File: config.mk
export PLATFORM = sky130hd
export DESIGN_NAME = ctl3w_regfile
export DESIGN_NICKNAME = d
export VERILOG_FILES = /design/src/rtl/ctl3w_pkg.sv /design/src/rtl/ctl3w_sync.sv /design/src/rtl/ctl3w_shift.sv /design/src/rtl/ctl3w_bank.sv /design/src/rtl/ctl3w_regfile.sv
export SDC_FILE = /design/constraint.sdc
export NUM_CORES = 1
export LEC_CHECK = 0
export BUFFER_PORTS_ARGS = -buffer_cell sky130_fd_sc_hd__buf_2
export CAP_MARGIN = 10
export CORE_MARGIN = 2
export CORE_UTILIZATION = 53
export DETAILED_ROUTE_END_ITERATION = 8
export GPL_TIMING_DRIVEN = 0
export PLACE_DENSITY = 0.74
export SKIP_CTS_REPAIR_TIMING = 1
export SLEW_MARGIN = 20
export SYNTH_ARGS = -nofsm -noshare
export SYNTH_HDL_FRONTEND = slang
export SYNTH_SLANG_ARGS = --single-unit
File: constraint.sdc
create_clock -name clk -period 4.88 [get_ports clk]
set_clock_uncertainty 0.05 [all_clocks]
set_input_delay 0.488 -clock clk [delete_from_list [all_inputs] [get_ports clk]]
set_output_delay 0.488 -clock clk [all_outputs]
set_load 0.005 [all_outputs]
File: src/rtl/ctl3w_pkg.sv
package ctl3w_pkg;
    localparam int WORD_W   = 16;
    localparam int ADDR_LSB = 9;
    localparam int ADDR_W   = 3;
    localparam int KEEP_W   = ADDR_LSB + ADDR_W;
    localparam int ATT_W    = 8;

    localparam logic [ADDR_W-1:0] SEL_ATT_L = 3'b000;
    localparam logic [ADDR_W-1:0] SEL_ATT_R = 3'b001;
    localparam logic [ADDR_W-1:0] SEL_CFG   = 3'b010;
    localparam logic [ADDR_W-1:0] SEL_FMT   = 3'b011;
    localparam logic [ADDR_W-1:0] SEL_EXT   = 3'b110;

    typedef struct packed {
        logic [ATT_W-1:0] att_l;
        logic             ld_l;
        logic [ATT_W-1:0] att_r;
        logic             ld_r;
        logic             mute;
        logic             deemph;
        logic             op_en;
        logic [1:0]       wlen;
        logic             i2s;
        logic             lr_pol;
        logic             att_common;
        logic             slow_roll;
        logic             phase_rev;
        logic [1:0]       rate_sel;
        logic             zdet_en;
        logic [1:0]       diff_mode;
        logic             clkloss_dis;
    } ctl_t;
endpackage

File: src/rtl/ctl3w_sync.sv
module ctl3w_sync #(
    parameter int          N         = 1,
    parameter int          STAGES    = 2,
    parameter bit          EMIT_EDGE = 1'b0,
    parameter logic [N-1:0] INIT     = '0
) (
    input  logic         clk,
    input  logic         rst_n,
    input  logic [N-1:0] d,
    output logic [N-1:0] q
);
    localparam int DEPTH = STAGES + (EMIT_EDGE ? 1 : 0);

    logic [N-1:0] chain_q [DEPTH];

    always_ff @(posedge clk or negedge rst_n) begin
        if (!rst_n) begin
            for (int i = 0; i < DEPTH; i++) chain_q[i] <= INIT;
        end else begin
            chain_q[0] <= d;
            for (int i = 1; i < DEPTH; i++) chain_q[i] <= chain_q[i-1];
        end
    end

    generate
        if (EMIT_EDGE) begin : g_edge
            assign q = chain_q[STAGES-1] & ~chain_q[STAGES];
        end else begin : g_level
            assign q = chain_q[STAGES-1];
        end
    endgenerate
endmodule

File: src/rtl/ctl3w_shift.sv
module ctl3w_shift #(
    parameter int WORD_W = 16,
    parameter int KEEP_W = 12
) (
    input  logic              clk,
    input  logic              rst_n,
    input  logic              bit_in,
    input  logic              clk_rise,
    input  logic              latch_rise,
    output logic              word_ok,
    output logic [KEEP_W-1:0] word
);
    localparam int CNT_W = $clog2(WORD_W + 2);
    localparam logic [CNT_W-1:0] FULL = CNT_W'(WORD_W);
    localparam logic [CNT_W-1:0] OVER = CNT_W'(WORD_W + 1);

    typedef struct packed {
        logic [KEEP_W-1:0] sr;
        logic [CNT_W-1:0]  cnt;
    } shift_t;

    shift_t st_d, st_q;

    always_comb begin
        st_d    = st_q;
        word_ok = 1'b0;
        if (latch_rise) begin
            word_ok   = (st_q.cnt == FULL);
            st_d.cnt  = '0;
        end else if (clk_rise) begin
            st_d.sr = {st_q.sr[KEEP_W-2:0], bit_in};
            if (st_q.cnt != OVER) st_d.cnt = st_q.cnt + 1'b1;
        end
    end

    always_ff @(posedge clk or negedge rst_n) begin
        if (!rst_n) st_q <= '0;
        else        st_q <= st_d;
    end

    assign word = st_q.sr;
endmodule

File: src/rtl/ctl3w_bank.sv
module ctl3w_bank
    import ctl3w_pkg::*;
#(
    parameter int KEEP_W = ctl3w_pkg::KEEP_W
) (
    input  logic              clk,
    input  logic              rst_n,
    input  logic              wr_en,
    input  logic [KEEP_W-1:0] word,
    output ctl_t              ctl,
    output logic              m4_open
);
    typedef struct packed {
        ctl_t ctl;
        logic open;
    } bank_t;

    localparam ctl_t CTL_RST = '{att_l: '1, att_r: '1, default: '0};

    bank_t st_d, st_q;
    logic [ADDR_W-1:0] sel;

    assign sel = word[ADDR_LSB +: ADDR_W];

    always_comb begin
        st_d = st_q;
        if (wr_en) begin
            unique case (sel)
                SEL_ATT_L: begin
                    st_d.ctl.att_l = word[ATT_W-1:0];
                    st_d.ctl.ld_l  = word[8];
                end
                SEL_ATT_R: begin
                    st_d.ctl.att_r = word[ATT_W-1:0];
                    st_d.ctl.ld_r  = word[8];
                end
                SEL_CFG: begin
                    st_d.ctl.mute   = word[0];
                    st_d.ctl.deemph = word[1];
                    st_d.ctl.op_en  = word[2];
                    st_d.ctl.wlen   = word[4:3];
                    if (&word[8:5]) st_d.open = 1'b1;
                end
                SEL_FMT: begin
                    st_d.ctl.i2s        = word[0];
                    st_d.ctl.lr_pol     = word[1];
                    st_d.ctl.att_common = word[2];
                    st_d.ctl.slow_roll  = word[3];
                    st_d.ctl.phase_rev  = word[4];
                    st_d.ctl.rate_sel   = word[7:6];
                    st_d.ctl.zdet_en    = word[8];
                end
                SEL_EXT: begin
                    if (st_q.open) begin
                        st_d.ctl.diff_mode   = word[5:4];
                        st_d.ctl.clkloss_dis = word[6];
                    end
                end
                default: ;
            endcase
        end
    end

    always_ff @(posedge clk or negedge rst_n) begin
        if (!rst_n) st_q <= '{ctl: CTL_RST, open: 1'b0};
        else        st_q <= st_d;
    end

    assign ctl     = st_q.ctl;
    assign m4_open = st_q.open;
endmodule

File: src/rtl/ctl3w_regfile.sv
module ctl3w_regfile
    import ctl3w_pkg::*;
(
    input  logic       clk,
    input  logic       rst_n,
    input  logic       dev_ready,
    input  logic       ctl_csn,
    input  logic       ctl_dat,
    input  logic       ctl_clk,
    input  logic       ctl_ld,
    output logic [7:0] att_left,
    output logic       load_left,
    output logic [7:0] att_right,
    output logic       load_right,
    output logic       soft_mute,
    output logic       deemph_en,
    output logic       dac_enable,
    output logic [1:0] word_len,
    output logic       fmt_i2s,
    output logic       lr_invert,
    output logic       att_common,
    output logic       slow_rolloff,
    output logic       phase_invert,
    output logic [1:0] rate_sel,
    output logic       zero_det_en,
    output logic [1:0] diff_mode,
    output logic       clk_loss_off
);
    localparam int SYNC_STAGES = 2;

    logic [2:0]        lvl;
    logic [1:0]        rise;
    logic              dat_s, csn_s, rdy_s;
    logic              word_ok, wr_en, m4_open;
    logic [KEEP_W-1:0] word;
    ctl_t              ctl;

    ctl3w_sync #(.N(3), .STAGES(SYNC_STAGES), .EMIT_EDGE(1'b0), .INIT(3'b010)) u_lvl (
        .clk(clk), .rst_n(rst_n), .d({dev_ready, ctl_csn, ctl_dat}), .q(lvl)
    );
    ctl3w_sync #(.N(2), .STAGES(SYNC_STAGES), .EMIT_EDGE(1'b1), .INIT(2'b00)) u_edge (
        .clk(clk), .rst_n(rst_n), .d({ctl_ld, ctl_clk}), .q(rise)
    );

    assign dat_s = lvl[0];
    assign csn_s = lvl[1];
    assign rdy_s = lvl[2];

    ctl3w_shift #(.WORD_W(WORD_W), .KEEP_W(KEEP_W)) u_shift (
        .clk(clk), .rst_n(rst_n), .bit_in(dat_s), .clk_rise(rise[0]),
        .latch_rise(rise[1]), .word_ok(word_ok), .word(word)
    );

    assign wr_en = word_ok & rdy_s & ~csn_s;

    ctl3w_bank #(.KEEP_W(KEEP_W)) u_bank (
        .clk(clk), .rst_n(rst_n), .wr_en(wr_en), .word(word),
        .ctl(ctl), .m4_open(m4_open)
    );

    assign att_left     = ctl.att_l;
    assign load_left    = ctl.ld_l;
    assign att_right    = ctl.att_r;
    assign load_right   = ctl.ld_r;
    assign soft_mute    = ctl.mute;
    assign deemph_en    = ctl.deemph;
    assign dac_enable   = ctl.op_en;
    assign word_len     = ctl.wlen;
    assign fmt_i2s      = ctl.i2s;
    assign lr_invert    = ctl.lr_pol;
    assign att_common   = ctl.att_common;
    assign slow_rolloff = ctl.slow_roll;
    assign phase_invert = ctl.phase_rev;
    assign rate_sel     = ctl.rate_sel;
    assign zero_det_en  = ctl.zdet_en;
    assign diff_mode    = ctl.diff_mode;
    assign clk_loss_off = ctl.clkloss_dis;
endmodule

### Word-level counts from Yosys, hierarchy flattened

Cells that the tools add are included.

| storage, ports and cells | value |
|---|---|
| register bits | 64 |
| output and inout bits | 34 |
| word-level logic and storage cells | 53 |

| operators by class | value |
|---|---|
| $add $sub $neg | 1 |
| equal/unequal tests | 6 |
| mux-type cells | 4 |
| bitwise gates (word level) | 6 |
| reduce and logical (&&, ||, !) cells | 11 |

Operators with widths:

| operator | count |
|---|---|
| 2-to-1 mux 5 bit | 3 |
| AND reduction 2 bit | 6 |
| equality test 3 x 2 -> 1 bit (second input constant) | 2 |
| AND reduction 6 bit | 1 |
| adder 5 x 1 -> 5 bit (second input constant) | 1 |
| equality test 5 bit (second input constant) | 1 |
| != test 5 bit (second input constant) | 1 |
| nonzero test 2 bit | 2 |
| equality test 3 x 1 -> 1 bit (second input constant) | 1 |
| equality test 3 bit (second input constant) | 1 |
| logical NOT 3 bit | 1 |
| AND reduction 3 bit | 1 |
| bitwise AND 1 bit | 2 |
| bitwise AND 2 bit | 1 |
| inverter 1 bit | 2 |
| inverter 2 bit | 1 |
| 2-to-1 mux 1 bit | 1 |

### Logic depth before layout (Yosys ltp)

Gate-level depths: netlist of the first run.

| logic depth | value |
|---|---|
| depth after elaboration | 6 |
| mapped depth | 6 |

### Cells and area by module

From an unflattened synthesis of the first run, not the netlist that was laid out.

| second synthesis, totals | value |
|---|---|
| cells, all modules | 166 |
| area, all modules | 2633.8 um^2 |

Modules (own cells, without submodules):

| module | times used | cells each | area each (um^2) | sequential area each (um^2) |
|---|---|---|---|---|
| ctl3w_bank | 1 | 79 | 1391.3 | 895.9 |
| ctl3w_shift | 1 | 69 | 880.8 | 425.4 |
| ctl3w_sync at u_edge | 1 | 8 | 177.7 | 150.1 |
| ctl3w_sync at u_lvl | 1 | 9 | 175.2 | 152.6 |
| ctl3w_regfile | 1 | 1 | 8.8 | 0.0 |

### Worst setup path before layout of the first run

OpenSTA, ideal clock, no wires.

| timing path | value |
|---|---|
| path kind | reg-to-reg |
| start point | reg u_shift.st_q[0] in the netlist's numbering |
| end point | reg u_bank.st_q, in the netlist u_bank.ctl[25] |
| setup time | 0.125 ns |
| arrival | 1.572 ns |
| data required time | 4.705 ns |
| path slack | 3.133 ns |
| stages on the path, launching flop included | 7 |
| path through | dfrtp_1 -> inv_1 -> ha_1 -> and4b_1 -> clkbuf_1 -> nand4b_2 -> mux2_2 |

| between the ends | value |
|---|---|
| longest elaborated chain between the ends | 5 |

RTL lines:

| element | line | text |
|---|---|---|
| from (decl) | ctl3w_shift.sv:22 | `shift_t st_d, st_q;` |
| from (signal assigned) | ctl3w_shift.sv:38 | `else st_q <= st_d;` |
| equality test 5 bit | ctl3w_shift.sv:28 | `word_ok = (st_q.cnt == FULL);` |
| 2-to-1 mux 1 bit | ctl3w_shift.sv:27 | `if (latch_rise) begin` |
| bitwise AND 1 bit (2 in series) | ctl3w_regfile.sv:54 | `assign wr_en = word_ok & rdy_s & ~csn_s;` |
| AND reduction 2 bit (no source line) | -- |  |
| to (signal assigned) | ctl3w_bank.sv:65 | `if (!rst_n) st_q <= '{ctl: CTL_RST, open: 1'b0};` |
| to (signal assigned) | ctl3w_bank.sv:66 | `else st_q <= st_d;` |
| to (decl) | ctl3w_bank.sv:20 | `bank_t st_d, st_q;` |

Every way passes these cells.
A chain may end at the register's enable or synchronous reset.

### Final worst setup path of the first run

| timing path | value |
|---|---|
| start point | reg u_shift.st_q[0] in the netlist's numbering |
| end point | reg u_bank.st_q, in the netlist u_bank.ctl[16] |

The elaborated chain is that of the path after synthesis.

==> reports/metrics.csv, run 1 <==
stage;metric;value;unit
run_status;status;completed;
clock_tree;TritonCTS Buffers;9;
route;WL final;4.41;mm
sta;fin crit share;0.431;
worst_setup_path;crit end category;flop;
synth;syn_nets;169;
global_routing;met1 Use GR;0.255;
clock_tree;Worst-Skew Late Latency;0.33;ns
worst_hold_path;worst hold path class;primary input to asynchronous set/reset pin;
route;post-route ant nets;0;
synth;Syn Inst Count;159;
placement;placement-stage cell area;2790;sq um
cells_and_area;Final #Nets;220;
cells_and_area;Post-Route Utilization;0.638;
placement;PortBufs;40;
synth;synthesized area per cell;15.8;sq um
run;Max Cap Viol;0;
synth;cell taking the most area after synthesis;dfrtp_1;
sta;Fmax;475;MHz
sta;setup_tns;0;ns
sta;worst slew pin tran;0.755;ns
sta;post-layout minimum cycle time;2.11;ns
synth;synthesis-stage register bit count;64;
cells_and_area;fill count;348;
sta;fin. max-slew vios;0;
floorplanning;Starting Density;0.540;
worst_setup_path;cell breakdown of the critical path;inv_1, ha_1, and4b_1, clkbuf_1, nand4_2, mux2_2;
sta;post-route worst setup slack;2.77;ns
clock_tree;Clock Pin Slew Worst Setup and Hold Paths;0.07;ns
global_routing;first-pass GRT wire length;7.16;mm
power;Max IR drop VDD;0.258;mV
global_routing;vias in the first global route;1435;
sta;Final Setup Violations;0;
synth;synth unique cells;28;
synth;Seq/Total Area, Yosys;0.646;
cells_and_area;flip-flop and latch area;1620;sq um
power;Design Power;1.18;mW
global_routing;initial antenna violation count;0;
worst_setup_path;worst-path maximum fanout;9;
clock_tree;TritonCTS clock tree;done;
power;Leak;1.48;nW
synth;top_reg_cell synth;dfrtp_1;
cells_and_area;Area Overhead vs Synth;18.2;%
clock_tree;Longest Clk Path Bufs;2;
route;routed length per instance;16.4;um
route;Avg Vias per Cell;5.52;
route;routed via count;1484;
placement;GP Congestion;0.710;
floorplanning;Die Wd;72.9;um
floorplanning;Ports;41;
cells_and_area;Non-Filler Instances;269;
sta;Worst Hold Slack;0.170;ns
floorplanning;Die Y;72.9;um
global_routing;all-layer global routing usage;0.187;
clock_tree;H-Tree Depth;3;
synth;fraction of registers with async set/reset;1.00;
global_routing;grt ovf;0;
synth;Area contributors post-synth;dfrtp_1, mux2_2, dfstp_2;
worst_setup_path;Setup CP Type;flop to flop;
global_routing;met3 Use GR;0.0691;
power;Power Dens Cells;397;nW/um^2
synth;Post-synth EDFFs;0;
cells_and_area;share of cells above drive strength 1;0.586;
clock_tree;clock root buffer;clkbuf_8;
route;Initial DRC Count;45;
global_routing;GRT Max-Usage Layer;met2;
worst_setup_path;CP required;5.05;ns
placement;DP HPWL;2.93;mm
worst_setup_path;slowest cell on the critical path;dfrtp_1;
synth;Synth Cell Area;2510;sq um
worst_setup_path;Startpoint Class;flop;
synth;most frequent cells after synthesis;dfrtp_1, mux2_2, dfstp_2, a21oi_1;
synth;synth warn;0;
placement;placed insts;253;
global_routing;met2 global-route usage;0.267;
route;DR DRC count;0;
synth;share of the synthesized area in the top cell type;0.458;
cells_and_area;fin area;2970;sq um
floorplanning;Die Area;5310;sq um
floorplanning;Core ar.;4660;sq um
sta;worst rel slew slack;0.497;
route;DR pass1 iterations;4;
worst_setup_path;CP arrival;2.28;ns
cells_and_area;Multi-input gate area;871;sq um
cells_and_area;diode count;0;
sta;Final Hold Vio Count;0;
sta;RSZ-0062 raised after global routing;false;
floorplanning;row cnt;25;
worst_setup_path;CP max stage delay;0.43;ns
placement;pre-CTS setup slack;2.80;ns
clock_tree;CTS Sinks;64;
global_routing;largest net degree at the start of global routing;65;
==> registers in the layout, summed over array words and instances (netlist names) <==
register	flops
u_lvl.q	3
u_lvl.chain_q	3
u_shift.word	12
u_shift.st_q	5
u_bank.ctl	34
u_bank.m4_open	1
u_edge.chain_q	6
==> where the power goes <==
| group | internal, mW | leakage (nW) | switching [mW] | total, mW |
|---|---|---|---|---|
| sequential | 0.582 | 0.786 | 0.0679 | 0.650 |
| combinational | 0.0546 | 0.606 | 0.0454 | 0.0999 |
| clock | 0.233 | 0.0920 | 0.197 | 0.430 |
| total | 0.870 | 1.48 | 0.310 | 1.18 |
==> placed cells by master (no fill, tap or decap) <==
cell type	synthesis	final
or3_1	3	3
nor4b_4	1	1
clkinv_2	0	3
buf_4	0	1
clkbuf_8	0	9
nand2b_1	2	2
dfstp_2	18	18
nand4bb_1	1	1
nand3b_1	2	2
inv_1	2	2
nor3b_1	1	1
a41o_1	1	1
nand4b_1	1	1
a21oi_1	5	5
nand4_2	2	2
nor2_1	2	2
buf_2	1	40
mux2_2	46	46
o21ai_0	4	4
nor4_4	1	1
dfrtp_1	46	46
nand4b_2	1	1
nand2_1	2	2
nor4_1	1	1
clkinvlp_4	0	2
nand3_1	4	4
bufinv_16	0	1
and4b_1	2	2
and4bb_2	1	1
clkbuf_1	2	3
or3b_1	1	1
ha_1	3	3
nor2b_1	3	3
==> kinds of logic after synthesis <==
family	after synthesis	share of synthesized area
AO/OA/AOI/OAI	10	0.0219
adder cells (fa/ha/maj)	3	0.0149
buffers and inverters	5	0.00796
flip-flops	64	0.646
multiplexers	46	0.206
AND/OR/NAND/NOR	31	0.103
==> per-layer routing <==
layer | routed length [um] | vias to the layer above
met5 | 0 | -
met4 | 71 | 0
met3 | 167 | 6
met2 | 2160 | 34
met1 | 2010 | 759
li1 | - | 685
==> worst max-delay path, delay by kind of cell (launching register included) <==
kind | cells | cell delay, ns
and+or+nand+nor | 2 | 0.60
DFF | 1 | 0.43
muxes | 1 | 0.42
buffers and inverters | 2 | 0.32
adders and majority gates | 1 | 0.16
==> final cells by class <==
type / count / share of cell area
buffer: 3 / 0.00421
clock buffer: 10 / 0.0429
clock inverter: 6 / 0.0202
inverter: 2 / 0.00253
multi-input combinational: 90 / 0.293
sequential: 64 / 0.546
tap: 54 / 0.0227
timing repair buffer: 40 / 0.0682
==> final timing paths <==
path | startpoint | cells past startpoint | slack, ns | end
min in group clk | ctl_csn | 1 | 0.20 | u_lvl.chain_q[4]
worst max register to register | u_shift.st_q[0] | 6 | 2.77 | u_bank.ctl[16]
max in group asynchronous | rst_n | 1 | 4.11 | u_shift.word[8]
worst max-delay path | u_shift.st_q[0] | 6 | 2.77 | u_bank.ctl[16]
worst min-delay path | rst_n | 1 | 0.17 | u_bank.ctl[0]
worst min register to register | u_lvl.chain_q[5] | 0 | 0.30 | u_lvl.q[2]
No activity file was read; power rests on OpenSTA's default activity.
==> run 2, diff against run 1 <==
Settings changed: CORE_UTILIZATION 53 to 50, PLACE_DENSITY 0.74 to 0.73.
Clock period 4.88 ns to 1.9 ns, I/O delays scaled along.
==> run 2 against run 1 <==
- sequential cell count unchanged
- combinational power rose to 2.9 times the previous value
- sequential share of layout area down 2.2 points
- via count up 3.6%
- total power rose to 2.6 times the previous value
- hold slack better by 0.13 ns
- sequential power rose to 2.6 times the previous value
==> reports/metrics.csv, run 2 (same netlist as run 1, synthesis figures left out) <==
stage;metric;value;unit;change
run_status;status;completed;;
cells_and_area;Final #Nets;227;;+3.2%
worst_setup_path;reg2reg setup slack;0.08;ns;-2.69 ns
worst_setup_path;Setup CP Type;flop to flop;;
route;DR pass1 iterations;4;;unchanged
sta;Fmax;550;MHz;+16%
worst_setup_path;CP Launch Point;u_shift.st_q[1];;
clock_tree;H-Tree Depth;3;;unchanged
placement;GP Congestion;0.694;;-2.3%
worst_hold_path;worst hold path class;flop to flop;;
worst_setup_path;R2R depth;5;;-1
floorplanning;row cnt;25;;unchanged
route;routed length per instance;16.5;um;+0.40%
clock_tree;clock root buffer;clkbuf_8;;
global_routing;all-layer global routing usage;0.182;;-0.00509
worst_setup_path;RR Endpoint;u_bank.ctl[8];;
route;post-route ant nets;0;;unchanged
clock_tree;TritonCTS clock tree;done;;
global_routing;first-pass GRT wire length;7.30;mm;+1.9%
floorplanning;Die Y;74.9;um;+2.8%
cells_and_area;max reg flops;34;;unchanged
clock_tree;Longest Clk Path Bufs;2;;unchanged
floorplanning;Ports;41;;unchanged
worst_setup_path;CP required;2.07;ns;-2.98 ns
placement;PortBufs;40;;unchanged
route;Avg Vias per Cell;5.32;;-3.6%
worst_hold_path;hold path cells;0;;
worst_hold_path;startpoint of the worst hold path;u_edge.chain_q[5];;
sta;Final Setup Violations;0;;unchanged
sta;fin. max-slew vios;0;;unchanged
cells_and_area;most common cell after layout, fill and taps aside;dfrtp_1;;
clock_tree;Clock Pin Slew Worst Setup and Hold Paths;0.07;ns;about the same
sta;Final Hold Vio Count;0;;unchanged
worst_setup_path;Worst R2R Start;u_shift.st_q[1];;
floorplanning;Die Wd;74.9;um;+2.8%
worst_setup_path;crit end category;flop;;
worst_setup_path;worst-path maximum fanout;8;;-1
sta;fin crit share;0.956;;+0.525
worst_setup_path;crit path to;u_bank.ctl[8];;
sta;post-layout minimum cycle time;1.82;ns;-0.288 ns
clock_tree;CTS Sinks;64;;unchanged
sta;post-route worst setup slack;0.0832;ns;-2.69 ns
power;Leak;1.53;nW;+3.5%
global_routing;largest net degree at the start of global routing;65;;unchanged
floorplanning;Core ar.;4790;sq um;+2.7%
sta;worst slew pin tran;0.759;ns;+0.00427 ns
route;DR DRC count;0;;unchanged
power;Max IR drop VDD;0.521;mV;+100%
power;Design Power;3.03;mW;+160%
placement;pre-CTS setup slack;-0.216;ns;-3.01 ns
cells_and_area;share of cells above drive strength 1;0.586;;about the same
sta;RSZ-0062 raised after global routing;false;;
worst_setup_path;Startpoint Class;flop;;
floorplanning;Die Area;5610;sq um;+5.7%
placement;DP HPWL;3.05;mm;+4.3%
route;routed via count;1537;;+3.6%
worst_setup_path;CP arrival;1.99;ns;-0.29 ns
global_routing;grt ovf;0;;unchanged
cells_and_area;Post-Route Utilization;0.647;;+0.00921
cells_and_area;most frequent cells in the layout;dfrtp_1, mux2_2, buf_2, dfstp_2, clkbuf_8;;
cells_and_area;diode count;0;;unchanged
cells_and_area;Area Overhead vs Synth;23.1;%;
global_routing;vias in the first global route;1547;;+7.8%
power;Power Dens Cells;978;nW/um^2;+150%
cells_and_area;fill count;368;;+5.7%
route;WL final;4.76;mm;+7.9%
sta;worst rel slew slack;0.494;;-0.00285
clock_tree;Worst-Skew Late Latency;0.33;ns;about the same
run;Max Cap Viol;0;;unchanged
route;Initial DRC Count;29;;-36%
clock_tree;TritonCTS Buffers;9;;unchanged
floorplanning;Starting Density;0.525;;-0.0141
global_routing;initial antenna violation count;0;;unchanged
==> run 2: critical path: stages, from the launching register on <==
cell and delay [ns]:
dfrtp_1 0.41, inv_1 0.09, ha_1 0.17, and4b_4 0.35
nand4_4 0.25, mux2_4 0.38
==> run 2: final cells by class <==
type | count | area (sq um) | share of cell area
Buffer | 1 | 5.00 | 0.00162
Clock buffer | 13 | 159 | 0.0513
Clock inverter | 3 | 17.5 | 0.00566
Inverter | 2 | 7.51 | 0.00242
Multi-Input combinational cell | 91 | 922 | 0.298
Sequential cell | 64 | 1620 | 0.524
Tap cell | 67 | 83.8 | 0.0271
Timing Repair Buffer | 48 | 278 | 0.0897
==> run 2: layer usage <==
metal | routed length (um) | track usage
met1 | 2000 | 0.216
met2 | 2410 | 0.295
met3 | 243 | 0.0683
met4 | 107 | 0.0813
met5 | 0 | 0
==> run 2: worst min-delay path by stage <==
stage / endpoint / slack (ns)
6_report: u_edge.chain_q[3] / 0.31
5_1_grt: u_lvl.q[1] / 0.31
4_1_cts: u_lvl.chain_q[4] / -0.12
3_5_place_dp: u_lvl.chain_q[4] / 0.25
3_3_place_gp: u_lvl.chain_q[4] / 0.25
2_1_floorplan: u_bank.ctl[0] / -0.16
==> run 2: per-stage QoR <==
stage	cells	hold slack (ns)	cell area [sq um]	setup TNS, ns
2_1_floorplan	159	-0.156	2510	0
3_3_place_gp	266	0.246	2800	-1.95
3_5_place_dp	266	0.248	2800	-3.63
4_1_cts	282	-0.116	2980	-4.27
5_1_grt	289	0.314	3100	0
6_report	289	0.305	3100	0
==> run 2: report_power, final <==
part	internal [mW]	total, mW	switching [mW]
combinational	0.156	0.292	0.136
sequential	1.49	1.70	0.208
clock	0.541	1.03	0.492
==> run 3, diff against run 2 <==
Settings changed: SETUP_SLACK_MARGIN set to 0.15.
==> run 3 against run 2 <==
- fmax is 2.8% higher
- cell count is 1.0% higher
- hold slack worse by 0.0028 ns
- largest power group unchanged
- utilization is 1.2 points higher
- total power up 1.4%
- combinational power grew 25%
- wire length up 2.9%
==> reports/metrics.csv, run 3 (same netlist as run 1, synthesis figures left out) <==
stage;metric;value;unit;change
route;routed length per instance;16.8;um;+1.8%
route;DR pass1 iterations;4;;unchanged
cells_and_area;Area Overhead vs Synth;25.3;%;
clock_tree;Worst-Skew Late Latency;0.33;ns;about the same
clock_tree;Clock Pin Slew Worst Setup and Hold Paths;0.07;ns;about the same
global_routing;initial antenna violation count;0;;unchanged
clock_tree;clock root buffer;clkbuf_8;;
sta;post-route worst setup slack;0.133;ns;+0.0500 ns
global_routing;met1 Use GR;0.216;;unchanged
floorplanning;Die Area;5610;sq um;unchanged
clock_tree;CTS Sinks;64;;unchanged
clock_tree;H-Tree Depth;3;;unchanged
cells_and_area;share of cells above drive strength 1;0.613;;+0.0277
floorplanning;Die Wd;74.9;um;unchanged
worst_setup_path;CP max stage delay;0.40;ns;about the same
power;Power Dens Cells;974;nW/um^2;-0.41%
global_routing;met2 global-route usage;0.295;;unchanged
sta;post-layout minimum cycle time;1.77;ns;-0.0500 ns
power;Max IR drop VDD;0.540;mV;+3.6%
cells_and_area;Final #Nets;230;;+1.3%
placement;pre-CTS setup slack;-0.216;ns;unchanged
worst_setup_path;slowest cell on the critical path;dfrtp_1;;
cells_and_area;most common cell after layout, fill and taps aside;dfrtp_1;;
placement;DP HPWL;3.05;mm;unchanged
sta;fin crit share;0.930;;-0.0263
placement;placed insts;266;;unchanged
worst_setup_path;worst-path maximum fanout;8;;unchanged
worst_setup_path;crit end category;flop;;
cells_and_area;most frequent cells in the layout;dfrtp_1, mux2_2, buf_2, dfstp_2, clkbuf_8;;
worst_hold_path;worst hold path class;flop to flop;;
placement;GP Congestion;0.694;;unchanged
global_routing;first-pass GRT wire length;7.30;mm;unchanged
route;Initial DRC Count;35;;+21%
global_routing;grt ovf;0;;unchanged
power;Design Power;3.07;mW;+1.4%
run;Max Cap Viol;0;;unchanged
floorplanning;Die Y;74.9;um;unchanged
worst_setup_path;cell breakdown of the critical path;inv_2, ha_4, and4b_1, buf_6, nand4_4, mux2_4;;
cells_and_area;max reg flops;34;;unchanged
clock_tree;TritonCTS clock tree;done;;
placement;placement-stage cell area;2800;sq um;unchanged
global_routing;all-layer global routing usage;0.182;;unchanged
sta;fin. max-slew vios;0;;unchanged
worst_setup_path;CP arrival;1.94;ns;-0.05 ns
cells_and_area;Post-Route Utilization;0.659;;+0.0115
floorplanning;row cnt;25;;unchanged
sta;Fmax;566;MHz;+2.8%
route;Avg Vias per Cell;5.42;;+1.9%
clock_tree;TritonCTS Buffers;9;;unchanged
route;post-route ant nets;0;;unchanged
global_routing;GRT Max-Usage Layer;met2;;
worst_setup_path;Startpoint Class;flop;;
worst_setup_path;CP required;2.07;ns;about the same
global_routing;largest net degree at the start of global routing;65;;unchanged
route;WL final;4.90;mm;+2.9%
floorplanning;Ports;41;;unchanged
sta;worst rel slew slack;0.493;;-0.000689
run_status;status;completed;;
floorplanning;Starting Density;0.525;;unchanged
global_routing;vias in the first global route;1547;;unchanged
cells_and_area;diode count;0;;unchanged
power;Leak;1.56;nW;+1.5%
floorplanning;Core ar.;4790;sq um;unchanged
sta;setup_tns;0;ns;unchanged
cells_and_area;Non-Filler Instances;292;;+1.0%
global_routing;met3 Use GR;0.0683;;unchanged
sta;Final Hold Vio Count;0;;unchanged
cells_and_area;fin area;3150;sq um;+1.8%
sta;Final Setup Violations;0;;unchanged
placement;PortBufs;40;;unchanged
worst_setup_path;Setup CP Type;flop to flop;;
sta;worst slew pin tran;0.760;ns;+0.00103 ns
sta;Worst Hold Slack;0.302;ns;-0.00276 ns
route;DR DRC count;0;;unchanged
route;routed via count;1582;;+2.9%
sta;RSZ-0062 raised after global routing;true;;
clock_tree;Longest Clk Path Bufs;2;;unchanged
run 3: power breakdown:
group / total [mW] / internal, mW / switching (mW)
logic: 0.365 / 0.183 / 0.182
clock network: 1.04 / 0.541 / 0.495
registers: 1.67 / 1.50 / 0.173
total: 3.07 / 2.22 / 0.850
run 3: path summary, 6_finish.rpt:
| path | from | endpoint | slack [ns] | depth (start not counted) |
|---|---|---|---|---|
| worst min register to register | u_edge.chain_q[4] | u_edge.chain_q[2] | 0.30 | 0 |
| worst max-delay path | u_shift.st_q[0] | u_bank.ctl[8] | 0.13 | 6 |
| min in group asynchronous | rst_n | u_shift.st_q[4] | 0.41 | 2 |
| worst min-delay path | u_edge.chain_q[4] | u_edge.chain_q[2] | 0.30 | 0 |
| max in group asynchronous | rst_n | u_shift.st_q[2] | 0.87 | 2 |
| worst max register to register | u_shift.st_q[0] | u_bank.ctl[8] | 0.13 | 6 |
run 3: routing by layer:
layer	vias to the layer above	wire length, um
met5	-	0
met4	0	96
met3	15	283
met2	57	2520
met1	802	1990
li1	708	-
run 3: critical path, delay by kind of cell (launching register included):
family | cells | cell delay (ns)
fa+ha+maj | 1 | 0.14
buf+inv | 2 | 0.24
flops | 1 | 0.40
mux | 1 | 0.37
simple gates | 2 | 0.44
run 3: final cells by class:
type | instances | area (sq um)
Buffer | 3 | 26.3
Clock buffer | 13 | 159
Clock inverter | 3 | 17.5
Fill cell | 361 | 1630
Inverter | 2 | 7.51
Multi-Input combinational cell | 91 | 947
Sequential cell | 64 | 1630
Tap cell | 67 | 83.8
Timing Repair Buffer | 49 | 285
